**src/rtl/smm_pkg.sv**
```systemverilog
package smm_pkg;
  typedef enum logic [1:0] {ST_RUN, ST_SMM, ST_SHUT} smm_st_e;
  localparam int unsigned CR0_PE = 0;
  localparam int unsigned CR0_NW = 29;
  localparam int unsigned CR0_CD = 30;
  localparam int unsigned CR0_PG = 31;
endpackage

```
**src/rtl/smm_io_pack.sv**
```systemverilog
module smm_io_pack #(
  parameter int unsigned PORT_W = 16
) (
  input  logic              act_i,
  input  logic [PORT_W-1:0] port_i,
  input  logic [1:0]        size_i,
  input  logic              rep_i,
  input  logic              str_i,
  input  logic              in_i,
  output logic [31:0]       word_o
);
  localparam int unsigned RSV_W = 32 - PORT_W - 7;
  logic [2:0] sz;
  always_comb begin
    sz = 3'b000;
    case (size_i)
      2'd0: sz = 3'b001;
      2'd1: sz = 3'b010;
      2'd2: sz = 3'b100;
      default: sz = 3'b000;
    endcase
    word_o = act_i ? {port_i, {RSV_W{1'b0}}, sz, rep_i, str_i, 1'b1, in_i} : 32'h0;
  end
endmodule

```
**src/rtl/smm_img_check.sv**
```systemverilog
module smm_img_check
  import smm_pkg::*;
#(
  parameter int unsigned REG_W = 64
) (
  input  logic [REG_W-1:0] cr0_i,
  input  logic             pae_i,
  input  logic             lme_i,
  input  logic             cs_l_i,
  input  logic             cs_d_i,
  input  logic [REG_W-1:0] dr6_i,
  input  logic [REG_W-1:0] dr7_i,
  output logic             bad_o
);
  localparam int unsigned HI = REG_W / 2;
  logic pe, pg, cd, nw, hi_set, lm_bad;
  always_comb begin
    pe = cr0_i[CR0_PE];
    pg = cr0_i[CR0_PG];
    cd = cr0_i[CR0_CD];
    nw = cr0_i[CR0_NW];
    hi_set = (|cr0_i[REG_W-1:HI]) | (|dr6_i[REG_W-1:HI]) | (|dr7_i[REG_W-1:HI]);
    lm_bad = lme_i & pg & (~pae_i | (cs_l_i & cs_d_i));
    bad_o = (~pe & pg) | (~cd & nw) | hi_set | lm_bad;
  end
endmodule

```
**src/rtl/smm_base_fix.sv**
```systemverilog
module smm_base_fix #(
  parameter int unsigned REG_W = 64,
  parameter int unsigned VA_W  = 48
) (
  input  logic [REG_W-1:0] base_i,
  input  logic             canon_i,
  output logic [REG_W-1:0] base_o
);
  logic top;
  assign top = canon_i & base_i[VA_W-1];
  for (genvar b = 0; b < REG_W; b++) begin : g_bit
    if (b < VA_W) begin : g_keep
      assign base_o[b] = base_i[b];
    end else begin : g_ext
      assign base_o[b] = top;
    end
  end
endmodule

```
**src/rtl/smm_seq.sv**
```systemverilog
module smm_seq
  import smm_pkg::*;
#(
  parameter int unsigned REG_W  = 64,
  parameter int unsigned VA_W   = 48,
  parameter int unsigned PORT_W = 16,
  parameter int unsigned BYTE_W = 8
) (
  input  logic              clk_i,
  input  logic              rst_ni,
  input  logic              smi_i,
  input  logic              rsm_i,
  input  logic              init_i,
  input  logic              nmi_i,
  input  logic              halted_i,
  input  logic              io_act_i,
  input  logic [PORT_W-1:0] io_port_i,
  input  logic [1:0]        io_size_i,
  input  logic              io_rep_i,
  input  logic              io_str_i,
  input  logic              io_in_i,
  input  logic              hdl_wr_i,
  input  logic              hdl_sel_i,
  input  logic [BYTE_W-1:0] hdl_data_i,
  input  logic [REG_W-1:0]  cr0_i,
  input  logic              cr4_pae_i,
  input  logic              efer_lme_i,
  input  logic              cs_l_i,
  input  logic              cs_d_i,
  input  logic [REG_W-1:0]  dr6_i,
  input  logic [REG_W-1:0]  dr7_i,
  input  logic              rflags_vm_i,
  input  logic [REG_W-1:0]  seg_base_i,
  input  logic              seg_canon_i,
  output logic              in_smm_o,
  output logic              shutdown_o,
  output logic [BYTE_W-1:0] auto_halt_o,
  output logic [BYTE_W-1:0] io_restart_o,
  output logic [31:0]       io_status_o,
  output logic              rsm_shut_o,
  output logic              rsm_halt_o,
  output logic              rsm_iorst_o,
  output logic              rsm_cont_o,
  output logic              conflict_o,
  output logic              ud_o,
  output logic              halt_cyc_o,
  output logic              lma_o,
  output logic              vm_o,
  output logic [REG_W-1:0]  base_o
);
  smm_st_e          st_q;
  logic [31:0]      trap_word;
  logic             img_bad;
  logic [REG_W-1:0] base_fixed;
  logic             lma_new;
  logic             ah_set, io_set;

  smm_io_pack #(.PORT_W(PORT_W)) u_pack (
    .act_i(io_act_i), .port_i(io_port_i), .size_i(io_size_i),
    .rep_i(io_rep_i), .str_i(io_str_i), .in_i(io_in_i), .word_o(trap_word)
  );

  smm_img_check #(.REG_W(REG_W)) u_chk (
    .cr0_i(cr0_i), .pae_i(cr4_pae_i), .lme_i(efer_lme_i), .cs_l_i(cs_l_i),
    .cs_d_i(cs_d_i), .dr6_i(dr6_i), .dr7_i(dr7_i), .bad_o(img_bad)
  );

  smm_base_fix #(.REG_W(REG_W), .VA_W(VA_W)) u_base (
    .base_i(seg_base_i), .canon_i(seg_canon_i), .base_o(base_fixed)
  );

  assign lma_new    = efer_lme_i & cr0_i[CR0_PG] & cr4_pae_i;
  assign ah_set     = |auto_halt_o;
  assign io_set     = |io_restart_o;
  assign in_smm_o   = (st_q == ST_SMM);
  assign shutdown_o = (st_q == ST_SHUT);

  always_ff @(posedge clk_i or negedge rst_ni) begin
    if (!rst_ni) begin
      st_q         <= ST_RUN;
      auto_halt_o  <= '0;
      io_restart_o <= '0;
      io_status_o  <= '0;
      rsm_shut_o   <= 1'b0;
      rsm_halt_o   <= 1'b0;
      rsm_iorst_o  <= 1'b0;
      rsm_cont_o   <= 1'b0;
      conflict_o   <= 1'b0;
      ud_o         <= 1'b0;
      halt_cyc_o   <= 1'b0;
      lma_o        <= 1'b0;
      vm_o         <= 1'b0;
      base_o       <= '0;
    end else begin
      rsm_shut_o  <= 1'b0;
      rsm_halt_o  <= 1'b0;
      rsm_iorst_o <= 1'b0;
      rsm_cont_o  <= 1'b0;
      conflict_o  <= 1'b0;
      ud_o        <= 1'b0;
      halt_cyc_o  <= rsm_halt_o;
      unique case (st_q)
        ST_RUN: begin
          if (smi_i) begin
            st_q         <= ST_SMM;
            auto_halt_o  <= {{(BYTE_W-1){1'b0}}, halted_i};
            io_restart_o <= '0;
            io_status_o  <= trap_word;
          end else if (rsm_i) begin
            ud_o <= 1'b1;
          end
        end
        ST_SMM: begin
          if (rsm_i) begin
            if (img_bad) begin
              st_q       <= ST_SHUT;
              rsm_shut_o <= 1'b1;
            end else begin
              st_q   <= ST_RUN;
              lma_o  <= lma_new;
              vm_o   <= rflags_vm_i & cr0_i[CR0_PE] & ~lma_new;
              base_o <= base_fixed;
              if (io_set) begin
                rsm_iorst_o <= 1'b1;
                conflict_o  <= ah_set;
              end else if (ah_set) begin
                rsm_halt_o <= 1'b1;
              end else begin
                rsm_cont_o <= 1'b1;
              end
            end
          end else if (hdl_wr_i) begin
            if (hdl_sel_i) io_restart_o <= hdl_data_i;
            else           auto_halt_o  <= hdl_data_i;
          end
        end
        ST_SHUT: begin
          if (init_i || nmi_i) st_q <= ST_RUN;
        end
        default: st_q <= ST_RUN;
      endcase
    end
  end


  outcome_onehot_chk: assert property (@(posedge clk_i) disable iff (!rst_ni)
    $onehot0({rsm_shut_o, rsm_halt_o, rsm_iorst_o, rsm_cont_o}));

  conflict_chk: assert property (@(posedge clk_i) disable iff (!rst_ni)
    conflict_o |-> rsm_iorst_o && auto_halt_o != '0 && io_restart_o != '0);

  entry_ah_chk: assert property (@(posedge clk_i) disable iff (!rst_ni)
    $rose(in_smm_o) |-> auto_halt_o[BYTE_W-1:1] == '0);

  entry_io_chk: assert property (@(posedge clk_i) disable iff (!rst_ni)
    $rose(in_smm_o) |-> io_restart_o == '0);

  shut_hold_chk: assert property (@(posedge clk_i) disable iff (!rst_ni)
    shutdown_o && !init_i && !nmi_i |=> shutdown_o);

  ud_chk: assert property (@(posedge clk_i) disable iff (!rst_ni)
    ud_o |-> !in_smm_o && !shutdown_o && !rsm_cont_o && !rsm_halt_o);

  status_chk: assert property (@(posedge clk_i) disable iff (!rst_ni)
    !io_status_o[1] |-> io_status_o == 32'h0);

  smi_ignore_chk: assert property (@(posedge clk_i) disable iff (!rst_ni)
    in_smm_o && smi_i && !rsm_i |=> $stable(io_status_o));
endmodule

```
**config.mk**
```make
export PLATFORM = sky130hd
export DESIGN_NAME = smm_seq
export DESIGN_NICKNAME = d
export VERILOG_FILES = /design/src/rtl/smm_pkg.sv /design/src/rtl/smm_io_pack.sv /design/src/rtl/smm_img_check.sv /design/src/rtl/smm_base_fix.sv /design/src/rtl/smm_seq.sv
export SDC_FILE = /design/constraint.sdc
export NUM_CORES = 1
export LEC_CHECK = 0
export ABC_AREA = 1
export BUFFER_PORTS_ARGS = -buffer_cell sky130_fd_sc_hd__buf_2
export CAP_MARGIN = 0
export CORE_AREA = 2 2 166 168
export CTS_CLUSTER_SIZE = 24
export DETAILED_ROUTE_END_ITERATION = 8
export DIE_AREA = 0 0 168 170
export HOLD_SLACK_MARGIN = 0.02
export SLEW_MARGIN = 20
export SYNTH_ARGS = -nofsm -noshare
export SYNTH_HDL_FRONTEND = slang
export SYNTH_SLANG_ARGS = --single-unit
```
**constraint.sdc**
```tcl
create_clock -name clk_i -period 2.3 [get_ports clk_i]
set_input_delay 0.23 -clock clk_i [delete_from_list [all_inputs] [get_ports clk_i]]
set_output_delay 0.23 -clock clk_i [all_outputs]
set_load 0.05 [all_outputs]
```
==> run summary <==
Vias in the first global route: 4606
Post-route ant nets: 0
Fraction of layout cells with a size suffix above 1: 38.4%
Crit path to: base_o[38]
Syn Area/Cell: 7.81 sq um
CTS Sinks: 99
Final Hold Fails: 0
Flop2flop setup slack: 0.43 ns
Die Width: 168 microns
Critical R2R Capture: base_o[38]
Clock Tree Buf Depth: 2
Core footprint: 26700 sq um
Antenna cells: 0
Static Leakage: 4.16 nW
Sum of buffers and inverters on the critical path: 2
Die H: 170 microns
First-pass GRT wire length: 24500 microns
Hold crit path type: input pin to register
Final Util: 26.0%
1st-iter DRT viols: 263
Area grow syn2layout: 41.1%
Final period util: 81.2%
CTS buffer count: 9
Crit. End Element: register
Worst-Skew Late Latency: 0.35 ns
Largest delay share family, worst path: simple AND/OR/NAND/NOR gates
Cell Area, Synth: 4920 sq um
Die ar.: 28600 sq um
GRT Total Usage: 11.0%
Critical-path top delay cell: dfrtp_1
Antenna violations before repair: 1
Cell Rows: 60
Status: finished clean
Post-Synthesis Cells: 630
FMAX: 535 MHz
Critical Path AT: 2.09 ns
CP Launch Type: register
Most common cell after layout, fill and taps aside: buf_2
Area contributors post-synth: dfrtp_1 (50%), nand2_1 (18%), nor2_1 (6.0%), nand3_1 (5.6%), buf_4 (3.7%)
Clock root buffer: clkbuf_16
GR Overflow Total: 0
Synth unique cells: 31
Setup TNS: 0 ns
Pwr/cell area: 955 nW/um^2
Post-CTS Setup Inserts: 0
Total number of vias: 4892
Reg clk slew, reported paths: 0.08 ns
Worst R2R Path Depth: 7
Most frequent cells in the layout: buf_2 (305), nand2_1 (237), dfrtp_1 (99)
Max rail drop VDD: 0.000391 V
Synthesis-stage register bit count: 99
Share of the synthesized area in the top cell type: 50.4%
Critical Path Start: st_q[1]
I/O pin count: 424
Crit Path Category: register to register
Skew final: 0.0113 ns
Largest net degree at the start of global routing: 56
Initial Util: 18.5%
DP HPWL: 12600 microns
Slew margin rel.: 58.0%
Wire per inst: 12.7 microns
Final setup violation count: 0
Nets: 1216
Yosys warning total: 0
Crit. path cell count: 7
DRT Pass-1 Iters: 4
GP Congestion: 0.770
Critical Path, Cell by Cell: nor2_4 -> inv_2 -> nor2_4 -> nand3_4 -> buf_4 -> nand2_1 -> nand2_1
Residual DRC: 0
RSZ-0062 raised after global routing: no
Critical Path Max Stage Delay: 0.43 ns
CTS HTree Levels: 3
Final Slew Violations: 0
Max_cap viols: 0
Port Buf Inserts: 306
DRT Wirelength: 15900 microns
CTS tree: done
Critical Path Fanout Max: 55
Reg-to-Reg Start: st_q[1]
Req. time, crit path: 2.52 ns
Sequential area share after synthesis: 50.4%
Minimum clock period: 1.87 ns
Worst-margin pin slew: 0.631 ns
Via/cell ratio: 3.88
Area leader, netlist: dfrtp_1
sequential cells by signal, indices dropped and copies added (netlist names):
name / count
rsm_halt_o: 1
rsm_shut_o: 1
rsm_iorst_o: 1
st_q: 2
ud_o: 1
io_status_o: 23
vm_o: 1
conflict_o: 1
halt_cyc_o: 1
lma_o: 1
io_restart_o: 8
base_o: 49
rsm_cont_o: 1
auto_halt_o: 8
through the flow:
| step | setup slack [ns] | cells | instance area, sq um | total power [mW] | hold WS (ns) |
|---|---|---|---|---|---|
| after CTS | 0.389 | 1260 | 6940 | 6.75 | 0.0541 |
| final | 0.432 | 1260 | 6940 | 6.63 | 0.0800 |
| after global routing | 0.210 | 1260 | 6940 | 7.02 | 0.0645 |
| after floorplan | 0.715 | 638 | 4950 | 4.33 | -0.0656 |
| after detailed placement | 0.409 | 1244 | 6640 | 5.14 | 0.224 |
| after global placement | 0.415 | 1244 | 6640 | 5.11 | 0.222 |
cell type report:
cell class                 count  area (sq um)
fill                        2921         19700
multi-input combinational    437          1890
timing repair buffer         313          1640
inverter                      55           211
clock inverter                 4          51.3
sequential                    99          2480
clock buffer                  11           243
tap                          341           427
power by group:
part / switching, mW / internal [mW]
logic: 2.14 / 0.643
registers: 0.221 / 2.07
clock network: 0.684 / 0.869
total: 3.05 / 3.58
cell families after synthesis:
kind of cell / Yosys count / synth area share (%)
and+or+nand+nor: 395 / 33.8
buffers and inverters: 102 / 11.8
DFF: 99 / 50.4
AOI/OAI and AO/OA: 33 / 3.94
other: 1 / 0.0763
worst reg2reg max path: stages, from the launching register on:
cell and delay (ns):
dfrtp_1 0.43, nor2_4 0.16, inv_2 0.15, nor2_4 0.34, nand3_4 0.10, buf_4 0.30, nand2_1 0.19, nand2_1 0.07
worst min path at each step:
stage / from / end / slack [ns] / depth (start not counted)
final: smi_i / ud_o / 0.08 / 2
after global routing: smi_i / ud_o / 0.06 / 2
after CTS: smi_i / ud_o / 0.05 / 2
after detailed placement: rst_ni / auto_halt_o[0] / 0.22 / 1
after global placement: rst_ni / auto_halt_o[0] / 0.22 / 1
after floorplan: rst_ni / auto_halt_o[0] / -0.07 / 0
layer usage:
layer | track usage, % | routed length (microns)
met5 | 0 | 15
met3 | 2.37 | 981
met2 | 19.7 | 8090
met1 | 13.0 | 6560
met4 | 4.16 | 301
timing repair:
item	in CTS	in global routing
hold buffers	1	0
resized for setup	0	0
endpoints found under the hold margin	31	0
synth_stat cells:
cell / number
o31ai_1: 2
o21ai_1: 2
a31oi_1: 1
a21oi_2: 1
o21ai_2: 2
o21ai_4: 1
nand2_4: 1
buf_6: 11
nand2_1: 237
nor2_4: 2
nand4_1: 4
clkbuf_1: 5
a21oi_1: 1
clkinv_4: 1
conb_1: 1
nand2_2: 5
buf_4: 24
nand3_4: 1
inv_2: 6
nor2_8: 1
nor4_1: 4
o21ai_0: 23
buf_8: 1
nand3_1: 55
nor3_2: 3
inv_1: 47
clkinv_1: 1
dfrtp_1: 99
buf_2: 6
nor2_2: 3
nor2_1: 79
Power figures use the tool's default switching activity.
